==> config.mk <==
export PLATFORM = sky130hd
export DESIGN_NAME = msg_trace_rec
export DESIGN_NICKNAME = d
export VERILOG_FILES = /design/src/rtl/trace_rec_pkg.sv /design/src/rtl/trace_match.sv /design/src/rtl/trace_ptr.sv /design/src/rtl/trace_wr_stage.sv /design/src/rtl/msg_trace_rec.sv
export SDC_FILE = /design/constraint.sdc
export NUM_CORES = 1
export LEC_CHECK = 0
export BUFFER_PORTS_ARGS = -buffer_cell sky130_fd_sc_hd__buf_2
export CAP_MARGIN = 10
export CORE_AREA = 2 2 116 118
export CTS_CLUSTER_SIZE = 24
export DETAILED_ROUTE_END_ITERATION = 6
export DIE_AREA = 0 0 118 120
export MAX_ROUTING_LAYER = met4
export PLACE_DENSITY = 0.83
export SLEW_MARGIN = 40
export SYNTH_ARGS = -nofsm -noshare
export SYNTH_HDL_FRONTEND = slang
export SYNTH_SLANG_ARGS = --single-unit
==> constraint.sdc <==
create_clock -name clk -period 5.85 [get_ports clk]
set_clock_uncertainty 0.15 [all_clocks]
set_input_delay 1.17 -clock clk [delete_from_list [all_inputs] [get_ports clk]]
set_output_delay 1.17 -clock clk [all_outputs]
set_load 0.01 [all_outputs]
==> src/rtl/trace_rec_pkg.sv <==
// Package: shared control-word layout and decoded control type for the
// trace recorder. Assumes a 40-bit control word and 12-bit station ids.
package trace_rec_pkg;
    localparam int ID_W  = 12;
    localparam int CFG_W = 40;

    localparam int BIT_EN     = 0;
    localparam int BIT_WRAP   = 1;
    localparam int SRC_LSB    = 8;
    localparam int BIT_SRC_EN = 23;
    localparam int DST_LSB    = 24;
    localparam int BIT_DST_EN = 39;

    typedef struct packed {
        logic            en;
        logic            wrap;
        logic            src_en;
        logic [ID_W-1:0] src_id;
        logic            dst_en;
        logic [ID_W-1:0] dst_id;
    } trace_ctrl_t;

    // Unpack a raw control word into its fields.
    function automatic trace_ctrl_t unpack_ctrl(input logic [CFG_W-1:0] w);
        trace_ctrl_t c;
        c.en     = w[BIT_EN];
        c.wrap   = w[BIT_WRAP];
        c.src_en = w[BIT_SRC_EN];
        c.src_id = w[SRC_LSB +: ID_W];
        c.dst_en = w[BIT_DST_EN];
        c.dst_id = w[DST_LSB +: ID_W];
        return c;
    endfunction
endpackage

==> src/rtl/trace_match.sv <==
// Module: decides whether the observed message qualifies for recording.
// Assumes the control fields are stable registers; the result is purely
// combinational.
module trace_match
    import trace_rec_pkg::*;
(
    input  trace_ctrl_t     ctrl,
    input  logic            obs_valid,
    input  logic [ID_W-1:0] obs_src,
    input  logic [ID_W-1:0] obs_dst,
    output logic            hit
);
    logic src_ok;
    logic dst_ok;

    // Each filter passes when it is disabled or when its id matches.
    always_comb begin
        src_ok = !ctrl.src_en || (obs_src == ctrl.src_id);
        dst_ok = !ctrl.dst_en || (obs_dst == ctrl.dst_id);
        hit    = obs_valid && ctrl.en && src_ok && dst_ok;
    end
endmodule

==> src/rtl/trace_ptr.sv <==
// Module: record write pointer with wrap-or-stop handling at the limit.
// Assumes base <= limit; addresses count records, not bytes.
module trace_ptr #(
    parameter int ADDR_W = 16
) (
    input  logic              clk,
    input  logic              rst_n,
    input  logic              reload,
    input  logic              adv,
    input  logic              wrap,
    input  logic [ADDR_W-1:0] base,
    input  logic [ADDR_W-1:0] limit,
    output logic [ADDR_W-1:0] ptr,
    output logic              full
);
    logic at_limit;

    always_comb at_limit = (ptr == limit);

    // Pointer and full flag: reload on enable, step, wrap or halt at limit.
    always_ff @(posedge clk) begin
        if (!rst_n) begin
            ptr  <= '0;
            full <= 1'b0;
        end else if (reload) begin
            ptr  <= base;
            full <= 1'b0;
        end else if (adv) begin
            if (!at_limit)  ptr  <= ptr + 1'b1;
            else if (wrap)  ptr  <= base;
            else            full <= 1'b1;
        end
    end

    a_r6_full_freezes: assert property (@(posedge clk) disable iff (!rst_n)
        (full && !reload) |=> $stable(ptr));
    a_r4_step_one: assert property (@(posedge clk) disable iff (!rst_n)
        (adv && !at_limit && !reload) |=> (ptr == $past(ptr) + 1'b1));
    a_r5_wrap_to_base: assert property (@(posedge clk) disable iff (!rst_n)
        (adv && at_limit && wrap && !reload) |=> (ptr == $past(base)));
    a_r6_stop_sets_full: assert property (@(posedge clk) disable iff (!rst_n)
        (adv && at_limit && !wrap && !reload) |=> full);
endmodule

==> src/rtl/trace_wr_stage.sv <==
// Module: single-entry memory write register with valid/ready output and
// a saturating drop counter. Never stalls the caller: offers that arrive
// while a write is stuck are counted and discarded.
module trace_wr_stage #(
    parameter int ADDR_W = 16,
    parameter int REC_W  = 40,
    parameter int DROP_W = 8
) (
    input  logic              clk,
    input  logic              rst_n,
    input  logic              clr,
    input  logic              offer,
    input  logic [ADDR_W-1:0] addr_in,
    input  logic [REC_W-1:0]  data_in,
    input  logic              mw_ready,
    output logic              mw_valid,
    output logic [ADDR_W-1:0] mw_addr,
    output logic [REC_W-1:0]  mw_data,
    output logic              accept,
    output logic [DROP_W-1:0] drop_cnt
);
    logic stalled;

    // Accept when the slot is empty or is being emptied this cycle.
    always_comb begin
        stalled = mw_valid && !mw_ready;
        accept  = offer && !stalled;
    end

    // Pending write register: load on accept, release on ready.
    always_ff @(posedge clk) begin
        if (!rst_n) begin
            mw_valid <= 1'b0;
            mw_addr  <= '0;
            mw_data  <= '0;
        end else if (accept) begin
            mw_valid <= 1'b1;
            mw_addr  <= addr_in;
            mw_data  <= data_in;
        end else if (mw_ready) begin
            mw_valid <= 1'b0;
        end
    end

    // Saturating count of offers lost to backpressure.
    always_ff @(posedge clk) begin
        if (!rst_n || clr)                       drop_cnt <= '0;
        else if (offer && stalled && !(&drop_cnt)) drop_cnt <= drop_cnt + 1'b1;
    end

    a_r8_hold_pending: assert property (@(posedge clk) disable iff (!rst_n)
        (mw_valid && !mw_ready) |=> (mw_valid && $stable(mw_addr) && $stable(mw_data)));
    a_r8_drop_only_stalled: assert property (@(posedge clk) disable iff (!rst_n)
        (!stalled && !clr) |=> $stable(drop_cnt));
endmodule

==> src/rtl/msg_trace_rec.sv <==
// Module: top of the filtered message trace recorder. Holds the base,
// limit and control registers, filters observed messages and sends each
// kept message as one record to the memory write port.
// Assumes the observed stream cannot be stalled and base <= limit.
module msg_trace_rec
    import trace_rec_pkg::*;
#(
    parameter int ADDR_W = 16,
    parameter int PAY_W  = 16,
    parameter int DROP_W = 8,
    localparam int REC_W = 2*ID_W + PAY_W
) (
    input  logic              clk,
    input  logic              rst_n,
    input  logic              cfg_we,
    input  logic [1:0]        cfg_sel,
    input  logic [CFG_W-1:0]  cfg_wdata,
    input  logic              obs_valid,
    input  logic [ID_W-1:0]   obs_src,
    input  logic [ID_W-1:0]   obs_dst,
    input  logic [PAY_W-1:0]  obs_payload,
    output logic              mw_valid,
    input  logic              mw_ready,
    output logic [ADDR_W-1:0] mw_addr,
    output logic [REC_W-1:0]  mw_data,
    output logic [ADDR_W-1:0] wr_ptr,
    output logic              full,
    output logic [DROP_W-1:0] drop_cnt
);
    localparam logic [1:0] SEL_BASE  = 2'd0;
    localparam logic [1:0] SEL_LIMIT = 2'd1;
    localparam logic [1:0] SEL_CTRL  = 2'd2;

    logic [ADDR_W-1:0] base_q;
    logic [ADDR_W-1:0] limit_q;
    trace_ctrl_t       ctrl_q;
    trace_ctrl_t       ctrl_new;
    logic              reload;
    logic              hit;
    logic              offer;
    logic              accept;

    // Decode an incoming control word and detect an enable rising edge.
    always_comb begin
        ctrl_new = unpack_ctrl(cfg_wdata);
        reload   = cfg_we && (cfg_sel == SEL_CTRL) && ctrl_new.en && !ctrl_q.en;
    end

    // Configuration registers written through the select port.
    always_ff @(posedge clk) begin
        if (!rst_n) begin
            base_q  <= '0;
            limit_q <= '0;
            ctrl_q  <= '0;
        end else if (cfg_we) begin
            case (cfg_sel)
                SEL_BASE:  base_q  <= cfg_wdata[ADDR_W-1:0];
                SEL_LIMIT: limit_q <= cfg_wdata[ADDR_W-1:0];
                SEL_CTRL:  ctrl_q  <= ctrl_new;
                default:   ;
            endcase
        end
    end

    trace_match u_match (
        .ctrl      (ctrl_q),
        .obs_valid (obs_valid),
        .obs_src   (obs_src),
        .obs_dst   (obs_dst),
        .hit       (hit)
    );

    // A matching message is offered unless the stop-mode region is full.
    always_comb offer = hit && !full;

    trace_ptr #(.ADDR_W(ADDR_W)) u_ptr (
        .clk    (clk),
        .rst_n  (rst_n),
        .reload (reload),
        .adv    (accept),
        .wrap   (ctrl_q.wrap),
        .base   (base_q),
        .limit  (limit_q),
        .ptr    (wr_ptr),
        .full   (full)
    );

    trace_wr_stage #(.ADDR_W(ADDR_W), .REC_W(REC_W), .DROP_W(DROP_W)) u_wr (
        .clk      (clk),
        .rst_n    (rst_n),
        .clr      (reload),
        .offer    (offer),
        .addr_in  (wr_ptr),
        .data_in  ({obs_src, obs_dst, obs_payload}),
        .mw_ready (mw_ready),
        .mw_valid (mw_valid),
        .mw_addr  (mw_addr),
        .mw_data  (mw_data),
        .accept   (accept),
        .drop_cnt (drop_cnt)
    );

    a_r2_idle_when_off: assert property (@(posedge clk) disable iff (!rst_n)
        !ctrl_q.en |-> !accept);
    a_r6_no_capture_full: assert property (@(posedge clk) disable iff (!rst_n)
        full |-> !accept);
    a_r7_reload_base: assert property (@(posedge clk) disable iff (!rst_n)
        reload |=> (wr_ptr == $past(base_q) && !full));
endmodule

Word-level counts from Yosys, hierarchy flattened. Index checks and enable logic that the tools add are counted.

Register bits: 142. Output and inout bits: 82.

Add/subtract/negate cells: 2. Equal/unequal tests: 6. Mux-type cells: 6. Bitwise logic cells: 2. Reductions and logical operators: 32.

Operators by type and width (count): $mux 16 (4); $eq 12x12->1 (2); $add 16x1->16 const B (1); $eq 16x16->1 (1); $logic_and 1x1->1 (11); $add 8x1->8 const B (1); $logic_not 1->1 (8); $reduce_and 2->1 (4); $reduce_and 8->1 (1); $reduce_bool 2->1 (2); $logic_or 1x1->1 (3); $ne 3x2->1 const B (1); $reduce_and 3->1 (1); $eq 2x1->1 const B (1); $eq 2x2->1 const B (1); $logic_not 2->1 (1); $mux 1 (2); $not 1->1 (2); $reduce_or 2->1 (1).

Depth between registers and ports, before layout.
Word-level depth: 8. Gate-level depth with buffers: 10. Depth with buffers taken out: 8.

By module. A second synthesis with hierarchy kept.

Cell total of the unflattened synthesis: 729. Area, all modules: 6567.5 µm².

By module, submodules not included: trace_wr_stage (times used 1, cells each 294, area each 2560.0 µm²); msg_trace_rec (times used 1, cells each 236, area each 2301.0 µm²); trace_ptr (times used 1, cells each 163, area each 1427.6 µm²); trace_match (times used 1, cells each 36, area each 279.0 µm²).

Worst setup path before layout. Ideal clock, no wire load.

Path type: in2reg. Start: input port obs_src[6]. End: register u_wr.mw_addr[10]. Setup time: 116 ps. Data arrival time: 2690 ps. Path slack: 2894 ps. Cell stages on the path: 10. Buffers on the path: 3. Cell sequence: xor2_1 -> nor4_1 -> nand4_1 -> a21o_1 -> buf_6 -> nor2_8 -> buf_6 -> buf_6 -> mux2i_1 -> nor2b_1.

Word-level cells in the longest chain between the ends: 6.

RTL lines: start: declaration (RTL line msg_trace_rec.sv:19) `input logic [ID_W-1:0] obs_src,`; $eq 12x12->1 (RTL line trace_match.sv:18) `src_ok = !ctrl.src_en || (obs_src == ctrl.src_id);`; $logic_or 1x1->1 (RTL line trace_match.sv:18); $logic_and 1x1->1 (2 in series) (RTL line trace_match.sv:20) `hit = obs_valid && ctrl.en && src_ok && dst_ok;`; $logic_and 1x1->1 (RTL line msg_trace_rec.sv:74) `always_comb offer = hit && !full;`; $logic_and 1x1->1 (RTL line trace_wr_stage.sv:27) `accept = offer && !stalled;`; end signal: assignment (RTL line trace_wr_stage.sv:38) `mw_addr <= addr_in;`; end: declaration (RTL line trace_wr_stage.sv:17) `output logic [ADDR_W-1:0] mw_addr,`.

Every way passes these cells. A chain may end at the register's enable or synchronous reset.

Final worst setup path.
Start: input port obs_src[6]. End: register u_wr.mw_data[18].

Word-level cells in the longest chain between the ends: 6.

RTL lines: $eq 12x12->1 (RTL line trace_match.sv:18); $logic_or 1x1->1 (RTL line trace_match.sv:18); $logic_and 1x1->1 (2 in series) (RTL line trace_match.sv:20); $logic_and 1x1->1 (RTL line msg_trace_rec.sv:74); $logic_and 1x1->1 (RTL line trace_wr_stage.sv:27); end signal: assignment (RTL line trace_wr_stage.sv:39) `mw_data <= data_in;`; end: declaration (RTL line trace_wr_stage.sv:18) `output logic [REC_W-1:0] mw_data,`.

Every way passes these cells.

==> impl_metrics.yaml <==
synth:
  synth_top_cell_area_share: 0.449
  syn_inst: 695
  ys_seq_area_frac: 0.449
  postSynth.asyncResetShare: 0
  synth_nets: 784
  synth.area.top_cells: "dfxtp_1 (45%), mux2i_1 (9.3%), nand2_1 (8.7%), a21boi_0 (7.2%), nor2b_1 (5.5%)"
  synth_edf_count: 0
  synth.largest_area_cell: "dfxtp_1"
  ys_warn_count: 0
  synth_cell_type_count: 51
  synth_seq_cells: 142
  syn_avg_cell_area_um2: 9.11
  ys.flop_type: "dfxtp_1"
  syn_area_um2: 6330
setup_path:
  r2r_slack_ns: 2.55
  reg2regPathDepth: 7
  critical_path.cell_chain: "buf_2, xor2_1, nor4_1, nand4_1, a21o_1, nor2_8, buf_4, mux2i_1, nor2b_1"
  cp_top_family: "simple AND/OR/NAND/NOR gates"
  path_max_fanout: 27
  critPathLaunch: "obs_src[6]"
  r2r_start: "u_ptr.ptr[4]"
  cpMaxStageDelayCell: "nor2_8"
  crit_type: "input pin to flip-flop"
  arrival_ns: 3.89
  critPathCaptureType: "flip-flop"
  r2r_end: "u_ptr.ptr[11]"
  worst-path-buf-inv: 2
  startpoint_type: "input pin"
  worst_ep_required_time_ns: 6.01
  critPathMaxStageDelay_ns: 0.62
final_layout:
  ff_latch_area_um2: 2840
  layout-drive-gt1-share: 0.254
  final_common_cell: "buf_2"
  area_growth_pct: 23.4
  mostFrequentLayoutCells: "buf_2 (162), nand2_1 (147), dfxtp_1 (142)"
  fillers: 1176
  stdcell_area_um2: 7820
  multi_input_comb_area_um2: 3270
  nets: 927
sta:
  fmax_mhz: 268
  setup_violations: 0
  hold_violations: 0
  tightest_slew_ns: 0.744
  slew_headroom: 0.504
  post-route-min-period_ns: 3.73
  rsz0062_at_grt: "false"
  fin_crit_sh: 0.637
  final_max_slew_viol_count: 0
  worst_slack_ns: 2.12
  setup_tns_ns: 0
power_and_ir_drop:
  finalPower_mw: 2.31
  powerDensity_nw_per_um2: 296
  peakVddDrop_v: 0.000279
  p_leak_nw: 3.14
route:
  dr.first_iter.drc_count: 189
  wl_per_cell_um: 14.9
  dr.pass1.iters: 4
  via_count: 5287
  vias_per_cell: 5.14
  drc: 0
  detail-route-antenna-nets: 0
  routed_wl_mm: 15.3
placed_design:
  dp_hpwl_mm: 10.5
  postPlaceCellArea_um2: 7180
  place.gp.congestion: 0.871
  pre_cts_slack_ns: 1.71
  io_buffers: 162
cts:
  cts_buffers: 17
  postCtsSetupBuffers: 0
  cts.repair.resized: 0
  cts_max_level: 4
  clk_path_buf_depth: 2
  clk_pin_slew_ns: 0.06
  cts_sinks: 142
  clk_latency_ns: 0.42
  root_buffer: "clkbuf_16"
  cts_tree: "yes"
  cts_hold_buf: 0
status:
  status: "completed"
min_path:
  hold_path_class: "flip-flop to flip-flop"
  hold_path_end: "ctrl_q[25]"
  hold_depth: 2
  hold_start: "ctrl_q[25]"
global_route:
  grt_pass1_wl_mm: 25.3
  grt.overflow.total: 0
  first_global_vias: 5341
  antenna_found_initial: 1
  grt_max_degree: 81
  track_usage: 0.228
floorplan:
  start_util: 0.488
  die_w_um: 118
  coreArea_um2: 13000
  fp-row-count: 42
  die-area_um2: 14200
  io_pins: 169
  die_y_um: 120
flow_run:
  drv_cap: 0
## how the worst max path moves through the flow
stage	depth (start not counted)	end	slack, ns
3_3_place_gp	9	u_wr.mw_data[18]	1.77
6_report	9	u_wr.mw_data[18]	2.12
4_1_cts	9	u_wr.mw_data[18]	2.13
3_5_place_dp	9	u_wr.mw_data[18]	1.71
5_1_grt	9	u_wr.mw_data[7]	1.89
2_1_floorplan	10	u_wr.mw_addr[10]	2.89
## logic make-up after synthesis
family          Yosys count  synth area share
compound gates          116             0.131
simple gates            282             0.219
fa+ha+maj                 2           0.00395
mux                      61            0.0968
xor+xnor                 47            0.0650
buf+inv                  45            0.0356
flops                   142             0.449
## metrics by stage
stage | hold slack, ns | util | cells
finish | 0.309 | 0.602 | 1028
floorplan | 0.289 | - | 695
global route | 0.341 | 0.602 | 1028
CTS | 0.314 | 0.602 | 1027
detailed placement | 0.306 | 0.553 | 995
global placement | 0.299 | 0.553 | 995
## cells in the mapped netlist (all sizes together), types with 12 or more instances
cell type  instances
xor2              34
nand2            149
clkbuf            29
mux2i             59
xnor2             13
nor2              15
buf               14
a211oi            14
o22ai             12
nor2b             56
dfxtp            142
a21oi             13
a21boi            62
## worst register-to-register path: stages (launching register included)
cell     delay (ns)
dfxtp_1        0.50
xor2_1         0.15
nor4_1         0.38
nand4_2        0.54
o21ai_4        0.63
nor2_2         0.13
o21ai_2        0.50
o22ai_1        0.18
## state kept, by name, indices dropped and copies added (netlist names)
| name | count |
|---|---|
| u_wr.mw_data | 40 |
| ctrl_q | 28 |
| base_q | 16 |
| limit_q | 16 |
| u_ptr.ptr | 16 |
| u_wr.mw_addr | 16 |
| u_wr.drop_cnt | 8 |
| u_ptr.full | 1 |
| u_wr.mw_valid | 1 |
## layout make-up
cell class / instances / area share
tap: 176 / 0.0282
clock inverter: 10 / 0.0171
sequential: 142 / 0.364
inverter: 2 / 0.000961
multi-input combinational: 508 / 0.418
timing repair buffer: 167 / 0.109
clock buffer: 22 / 0.0632
antenna: 1 / 0.000320
## power breakdown
| group | switching (mW) | total [mW] | leakage, nW | internal [mW] |
|---|---|---|---|---|
| Sequential | 0.0133 | 0.999 | 1.15 | 0.986 |
| Combinational | 0.110 | 0.181 | 1.68 | 0.0711 |
| Clock | 0.405 | 1.13 | 0.308 | 0.725 |
## routing by layer
layer  GRT usage  share of wire  up-vias
met3      0.0661          0.068       15
li1            -              -     2649
met4      0.0745          0.014        0
met5           -              0        -
met2       0.388           0.49      169
met1       0.260           0.43     2454
Power figures use the tool's default switching activity.
